File: src/rtl/errstat_pkg.sv
package errstat_pkg;

  localparam int FIELD_W = 8;

  // Leading nonzero byte of v, looking at the lowest nbytes bytes.
  function automatic logic [7:0] lead_byte(input logic [63:0] v, input int nbytes);
    logic [7:0] r;
    r = 8'h00;
    for (int i = 0; i < 8; i++) begin
      if (i < nbytes && v[i*FIELD_W +: FIELD_W] != 8'h00)
        r = v[i*FIELD_W +: FIELD_W];
    end
    return r;
  endfunction

  // First count value at which byte field idx reads all ones.
  function automatic logic [63:0] field_floor(input int idx);
    return 64'hFF << (FIELD_W * idx);
  endfunction

endpackage

File: src/rtl/errstat_sat_acc.sv
module errstat_sat_acc #(
  parameter int W  = 24,
  parameter int IW = 8
) (
  input  logic          clk,
  input  logic          rst_n,
  input  logic          clr,
  input  logic [IW-1:0] inc,
  output logic [W-1:0]  cnt,
  output logic [W-1:0]  cnt_nxt
);

  logic [W:0] sum;
  logic       carry_out;

  always_comb begin
    sum       = {1'b0, cnt} + {{(W + 1 - IW){1'b0}}, inc};
    carry_out = sum[W];
    if (clr)            cnt_nxt = '0;
    else if (carry_out) cnt_nxt = '1;
    else                cnt_nxt = sum[W-1:0];
  end

  always_ff @(posedge clk or negedge rst_n) begin
    if (!rst_n) cnt <= '0;
    else        cnt <= cnt_nxt;
  end

  a_r2_no_wrap: assert property (@(posedge clk) disable iff (!rst_n)
    (cnt == '1 && !clr) |=> cnt == '1);

  a_r1_never_shrinks: assert property (@(posedge clk) disable iff (!rst_n)
    (!clr) |=> cnt >= $past(cnt));

  a_r7_acc_cleared: assert property (@(posedge clk) disable iff (!rst_n)
    clr |=> cnt == '0);

endmodule

File: src/rtl/errstat_hold_timer.sv
module errstat_hold_timer #(
  parameter int HOLD_CYC = 50_000_000
) (
  input  logic clk,
  input  logic rst_n,
  input  logic clr,
  input  logic hit,
  output logic flag
);

  localparam int TW = $clog2(HOLD_CYC + 1);

  logic [TW-1:0] left;

  always_ff @(posedge clk or negedge rst_n) begin
    if (!rst_n)           left <= '0;
    else if (clr)         left <= '0;
    else if (hit)         left <= TW'(HOLD_CYC);
    else if (left != '0)  left <= left - 1'b1;
  end

  assign flag = (left != '0);

  a_r4_hit_lights: assert property (@(posedge clk) disable iff (!rst_n)
    (hit && !clr) |=> flag);

  a_r4_no_early_drop: assert property (@(posedge clk) disable iff (!rst_n)
    (flag && !clr && !hit && left != 1) |=> flag);

  a_r7_flag_cleared: assert property (@(posedge clk) disable iff (!rst_n)
    clr |=> !flag);

endmodule

File: src/rtl/errstat_btn_filter.sv
module errstat_btn_filter #(
  parameter int DEB_CYC = 500_000
) (
  input  logic clk,
  input  logic rst_n,
  input  logic raw,
  output logic level
);

  localparam int DW = $clog2(DEB_CYC + 1);

  logic          sync_a;
  logic          sync_b;
  logic [DW-1:0] run;
  logic          differs;

  always_ff @(posedge clk or negedge rst_n) begin
    if (!rst_n) begin
      sync_a <= 1'b0;
      sync_b <= 1'b0;
    end else begin
      sync_a <= raw;
      sync_b <= sync_a;
    end
  end

  assign differs = (sync_b != level);

  always_ff @(posedge clk or negedge rst_n) begin
    if (!rst_n) begin
      level <= 1'b0;
      run   <= '0;
    end else if (!differs) begin
      run <= '0;
    end else if (run == DW'(DEB_CYC - 1)) begin
      level <= sync_b;
      run   <= '0;
    end else begin
      run <= run + 1'b1;
    end
  end

  a_r10_quiet_when_equal: assert property (@(posedge clk) disable iff (!rst_n)
    (!differs) |=> $stable(level));

  a_r10_needs_full_run: assert property (@(posedge clk) disable iff (!rst_n)
    (differs && run != DW'(DEB_CYC - 1)) |=> $stable(level));

endmodule

File: src/rtl/errstat_indicator.sv
module errstat_indicator
  import errstat_pkg::*;
#(
  parameter int CNT_W    = 24,
  parameter int CHK_W    = 40,
  parameter int INC_W    = 8,
  parameter int HOLD_CYC = 50_000_000,
  parameter int DEB_CYC  = 500_000
) (
  input  logic                      clk,
  input  logic                      rst_n,
  input  logic [INC_W-1:0]          err_inc,
  input  logic [INC_W-1:0]          chk_inc,
  input  logic                      clr_cnt,
  input  logic                      pat_rst,
  input  logic                      show_btn_raw,
  input  logic [7:0]                disp_norm,
  output logic                      err_flag,
  output logic [CNT_W/FIELD_W-1:0]  range_led,
  output logic [7:0]                disp_val,
  output logic                      disp_is_cnt,
  output logic [CNT_W-1:0]          err_count,
  output logic [CHK_W-1:0]          chk_count
);

  localparam int NF = CNT_W / FIELD_W;

  logic             clr_any;
  logic             err_hit;
  logic [CNT_W-1:0] err_nxt;
  logic [CHK_W-1:0] chk_nxt;
  logic             show_held;

  assign clr_any = clr_cnt | pat_rst;
  assign err_hit = |err_inc;

  errstat_sat_acc #(.W(CNT_W), .IW(INC_W)) u_err_acc (
    .clk(clk), .rst_n(rst_n), .clr(clr_any), .inc(err_inc),
    .cnt(err_count), .cnt_nxt(err_nxt)
  );

  errstat_sat_acc #(.W(CHK_W), .IW(INC_W)) u_chk_acc (
    .clk(clk), .rst_n(rst_n), .clr(clr_any), .inc(chk_inc),
    .cnt(chk_count), .cnt_nxt(chk_nxt)
  );

  errstat_hold_timer #(.HOLD_CYC(HOLD_CYC)) u_flag (
    .clk(clk), .rst_n(rst_n), .clr(clr_any), .hit(err_hit), .flag(err_flag)
  );

  errstat_btn_filter #(.DEB_CYC(DEB_CYC)) u_btn (
    .clk(clk), .rst_n(rst_n), .raw(show_btn_raw), .level(show_held)
  );

  for (genvar k = 0; k < NF; k++) begin : g_range
    localparam logic [CNT_W-1:0] FLOOR = CNT_W'(field_floor(k));
    logic reach;
    assign reach = (err_nxt >= FLOOR);

    always_ff @(posedge clk or negedge rst_n) begin
      if (!rst_n)       range_led[k] <= 1'b0;
      else if (clr_any) range_led[k] <= 1'b0;
      else if (reach)   range_led[k] <= 1'b1;
    end

    a_r6_sticky: assert property (@(posedge clk) disable iff (!rst_n)
      (range_led[k] && !clr_any) |=> range_led[k]);

    a_r5_lit_at_floor: assert property (@(posedge clk) disable iff (!rst_n)
      (err_count >= FLOOR) |-> range_led[k]);
  end

  assign disp_is_cnt = show_held;
  assign disp_val    = show_held ? lead_byte(64'(err_count), NF) : disp_norm;

  a_r7_clear_all: assert property (@(posedge clk) disable iff (!rst_n)
    clr_any |=> (err_count == '0 && chk_count == '0 && range_led == '0 && !err_flag));

  a_r8_view_nonzero: assert property (@(posedge clk) disable iff (!rst_n)
    (disp_is_cnt && err_count != '0) |-> disp_val != 8'h00);

  a_r9_passthrough: assert property (@(posedge clk) disable iff (!rst_n)
    (!disp_is_cnt) |-> disp_val == disp_norm);

endmodule

File: config.mk
export PLATFORM = sky130hd
export DESIGN_NAME = errstat_indicator
export DESIGN_NICKNAME = d
export VERILOG_FILES = /design/src/rtl/errstat_pkg.sv /design/src/rtl/errstat_sat_acc.sv /design/src/rtl/errstat_hold_timer.sv /design/src/rtl/errstat_btn_filter.sv /design/src/rtl/errstat_indicator.sv
export SDC_FILE = /design/constraint.sdc
export NUM_CORES = 1
export LEC_CHECK = 0
export ABC_AREA = 1
export BUFFER_PORTS_ARGS = -buffer_cell sky130_fd_sc_hd__buf_2
export CORE_ASPECT_RATIO = 1.5
export CORE_MARGIN = 1.5
export CORE_UTILIZATION = 46
export CTS_CLUSTER_SIZE = 40
export DETAILED_ROUTE_END_ITERATION = 16
export PLACE_DENSITY = 0.73
export SLEW_MARGIN = 20
export SYNTH_ARGS = -nofsm -noshare
export SYNTH_HDL_FRONTEND = slang
export SYNTH_SLANG_ARGS = --single-unit
File: constraint.sdc
create_clock -name clk -period 3.42 [get_ports clk]
set_input_delay 0.684 -clock clk [delete_from_list [all_inputs] [get_ports clk]]
set_output_delay 0.684 -clock clk [all_outputs]
set_load 0.05 [all_outputs]
=== Yosys cells after proc, flatten, opt, wreduce, memory -nomap -nowiden ===
Cells that the tools add are included.
Widths: inputs -> output; s select.

* Input port bits: 29
* Output and inout bits: 77
* Register bits after elaboration: 115
* Word-level logic and storage cells: 49

* Eq/ne operators: 2
* Magnitude comparators: 3
* Bitwise operators: 1
* Reductions and logical operators: 10
* $add $sub $neg: 4
* Muxes and demuxes: 19

{| class="wikitable"
|+ Operator list
! kind !! count
|-
| $mux 40 || 2
|-
| $mux 26 || 3
|-
| $mux 24 || 2
|-
| $add 40x8->41 || 1
|-
| $mux 19 || 2
|-
| $mux 8 || 4
|-
| $reduce_bool 26->1 || 1
|-
| $sub 26x1->26 const B || 1
|-
| $add 24x8->25 || 1
|-
| $ge 24x16->1 const B || 1
|-
| $ge 24x24->1 const B || 1
|-
| $ge 24x8->1 const B || 1
|-
| $reduce_bool 8->1 || 3
|-
| $add 19x1->19 const B || 1
|-
| $eq 19x19->1 const B || 1
|-
| $reduce_or 8->1 || 1
|-
| $mux 1 || 6
|-
| $reduce_bool 2->1 || 3
|-
| $reduce_bool 3->1 || 1
|-
| $reduce_and 2->1 || 1
|-
| $ne 1x1->1 || 1
|-
| $or 1x1->1 || 1
|}

=== Depth between registers and ports, before layout ===
* Depth in word-level cells: 6
* Gate-level depth with buffers: 17
* Mapped depth without buffers: 17

=== Hierarchy ===
Synthesis repeated with hierarchy kept, for this count alone.

* Cell total of the unflattened synthesis: 1338
* Area, all modules: 8933.6 µm²

{| class="wikitable"
|+ By module, submodules not included
! module !! area an instance (µm²) !! instances !! sequential area each (µm²) !! cells each
|-
| errstat_sat_acc (u_chk_acc) || 3330.7 || 1 || 1001.0 || 515
|-
| errstat_sat_acc (u_err_acc) || 2005.7 || 1 || 600.6 || 306
|-
| errstat_hold_timer || 1835.5 || 1 || 650.6 || 260
|-
| errstat_btn_filter || 1191.1 || 1 || 550.5 || 147
|-
| errstat_indicator || 570.5 || 1 || 75.1 || 110
|}

=== Worst setup path before layout ===
Ideal clock, no wire load.

* Kind: flip-flop to output port
* Start point: reg u_err_acc.cnt[15]
* End point: out disp_val[0]
* Slack: 0.191 ns
* Stages on the path, launching flop included: 6
* Path buffers: 0
* Arrival time: 2.545 ns
* Data required time: 2.736 ns
* Cell sequence: dfrtp_1 -> nor4_1 -> nand3_1 -> o21ai_0 -> a21oi_1 -> o21ai_0

* Cells in the longest elaborated chain, start to end: 4

{| class="wikitable"
|+ RTL lines
! item !! RTL line !! RTL
|-
| start: declaration || errstat_sat_acc.sv:9 || <nowiki>output logic [W-1:0] cnt,</nowiki>
|-
| start signal: assignment || errstat_sat_acc.sv:26 || <nowiki>else cnt <= cnt_nxt;</nowiki>
|-
| $reduce_bool 8->1 || errstat_pkg.sv:10 || <nowiki>if (i < nbytes && v[i*FIELD_W +: FIELD_W] != 8'h00)</nowiki>
|-
| $mux 8 (2 in a row) || errstat_pkg.sv:10 ||
|-
| $mux 8 || errstat_indicator.sv:74 || <nowiki>assign disp_val = show_held ? lead_byte(64'(err_count), NF) : disp_norm;</nowiki>
|-
| end: declaration || errstat_indicator.sv:20 || <nowiki>output logic [7:0] disp_val,</nowiki>
|}

No other way between the ends.

=== Worst setup path after layout ===
* Start point: reg u_err_acc.cnt[15]
* End point: out disp_val[2]

Same word-level chain as after synthesis.

==> out/metrics.cfg <==
[global_routing]
grt_pass1_wl_um=36870
antenna_found_initial=0
grt_max_degree=116
gr-total-overflow=0
grt_usage=0.2669
grt_pass1_vias=7721

[timing]
setup_viol=0
rsz0062_at_grt=true
fin_crit_sh=0.9496
max-slew-margin-rel=0.5799
maxSlewViolCount=0
period_minus_slack_ns=3.248
fmax_mhz=307.9
finalHoldViolations=0
worstMarginPinSlew_ns=0.6279
clock_skew_ns=0.01246

[layout]
fillers=1640
diodes=0
final_nets=1306
area_growth_pct=17.41
seq_area_um2=2878
final_core_util=0.5496
fin_area_um2=9213
drive_gt1_frac=0.1418
multiInputGateArea_um2=4124

[setup_path]
crit_arrival_ns=2.56
cp.required_ns=2.74
cp-end-kind=output pin
critical_path.max_fanout=8
path_class=register to output pin
start_kind=register

[synth]
synthCells=1145
netlist_area_um2=7846
ys_seq_elements=115
synth_nets=1194
yosysMostFrequentCell=nand2_1
ys_seq_area_frac=0.3668
ys.flop_type=dfrtp_1
synthArstFlopShare=1.000
ys_types=50
synth_top_cell_by_area=dfrtp_1
synthTopCellsByArea=dfrtp_1 37%, nand2_1 12%, inv_1 9.3%
yosys-top-cells-count=259 x nand2_1, 195 x inv_1, 138 x nor2_1
syn_avg_cell_area_um2=6.853
yosysWarnings=0
synth_top_cell_area_share=0.3668
synth_edf_count=0

[clock_tree]
ctsResizeCount=0
clk_pin_slew_ns=0.06
clockBufferDepth=2
hold_buffers=0
clock_latency_ns=0.42
clock-root-buffer=clkbuf_16
cts_buffers=17
cts_tree=built
cts_max_level=4
post_cts_buffers=0
cts_sinks=115

[drt]
ant_nets=0
drt_iter0_drc=559
drc=0
wirelength_um=23030
vias=8023
firstDrtPassIters=5
routedWlPerCell_um=15.57
via_per_inst=5.425

[placed_design]
place_congestion=1.016
place_hpwl_um=17340
placed_area_um2=8603
io_buffers=105

[power]
combPwrFrac=0.125
total_power_mw=3.699
clockPowerShare=0.492
p_per_area_nw_per_um2=401.5
power_switching_share=0.2657
power_switching_uw=982.9
p_leak_nw=5.015
sequentialPowerShare=0.383
intPower_mw=2.716
ir_drop_uv=288.3

[min_path]
min_path_type=input pin to async pin

[floorplan]
ios=106
die_width_um=109.6
start_util=0.4681
rows=58
fp.dieH_um=163.0
coreArea_um2=16760
die-area_um2=17870

[status]
status=complete, no violations

[flow_run]
max_cap_viol_count=0

==> worst max-delay path: stages, from the launching register on <==
cell,delay (ns)
dfrtp_1,0.47
nor4_1,0.37
nand3_1,0.27
o21ai_0,0.48
a21oi_1,0.12
o21ai_0,0.16
buf_2,0.28
==> stage by stage <==
step	setup slack, ns	hold slack, ns	std cells	setup TNS, ns
after detailed placement	0.3035	0.3396	1448	0
after global placement	0.4076	0.3349	1448	0
after global routing	-0.02974	0.3545	1479	-0.05552
after floorplan	0.1912	0.3312	1145	0
final	0.1722	0.3477	1479	0
after CTS	0.2147	0.3544	1479	0
==> area by class of cell <==
| type | instances | share of cell area |
|---|---|---|
| Clock inverter | 10 | 0.01426 |
| Timing Repair Buffer | 111 | 0.06383 |
| Inverter | 202 | 0.08230 |
| Multi-Input combinational cell | 810 | 0.4476 |
| Tap cell | 210 | 0.02852 |
| Sequential cell | 115 | 0.3124 |
| Clock buffer | 21 | 0.05107 |
==> cells by family after synthesis <==
kind of cell,after synthesis,synth area share
flops,115,0.3668
simple gates,617,0.3502
xor+xnor,34,0.03795
buf+inv,220,0.1089
mux,1,0.001435
compound gates,138,0.1009
fa+ha+maj,20,0.03381
==> registers in the layout, summed over array words and instances (netlist names) <==
signal         cells
range_led          3
u_err_acc.cnt     24
u_btn.sync_a       1
u_btn.sync_b       1
u_btn.level        1
u_chk_acc.cnt     40
u_flag.left       26
u_btn.run         19
==> layout by cell type, fill, tap and decap left out, types with 7 or more instances in the layout <==
master / n
inv_1: 195
xor2_1: 18
nor3_1: 29
xnor2_1: 16
nand3_1: 101
nor2_1: 138
o21ai_0: 33
nand4_1: 34
a21oi_1: 59
buf_2: 103
clkbuf_16: 17
nand2_1: 259
ha_1: 18
dfrtp_1: 115
nor4_1: 19
nand2_2: 7
o21ai_1: 14
==> metal layers <==
layer / global-route usage / part of all wire / vias to the layer above
met5: 0 / 0 / -
met4: 0.1677 / 0.058 / 0
met3: 0.04482 / 0.042 / 86
met2: 0.4735 / 0.52 / 290
met1: 0.2878 / 0.38 / 3721
li1: - / - / 3926
==> power by group through the flow <==
stage | logic (mW) | registers (mW) | clock network (mW)
6_report | 0.463 | 1.42 | 1.82
5_1_grt | 0.508 | 1.42 | 1.89
4_1_cts | 0.460 | 1.42 | 1.84
3_5_place_dp | 0.455 | 1.44 | 0
3_3_place_gp | 0.453 | 1.44 | 0
2_1_floorplan | 0.260 | 1.49 | 0
==> path summary, 6_finish.rpt <==
check,from,slack (ns),to,cells past startpoint
setup reg to reg,u_err_acc.cnt[0],0.66,range_led[0],14
hold / removal,rst_n,0.35,u_err_acc.cnt[1],2
max in group asynchronous,rst_n,2.58,u_chk_acc.cnt[2],2
setup / recovery,u_err_acc.cnt[15],0.17,disp_val[2],6
hold reg to reg,u_btn.sync_a,0.35,u_btn.sync_b,0
min in group clk,u_btn.sync_a,0.35,u_btn.sync_b,0
Note: power is estimated with default switching activity, not from simulation.
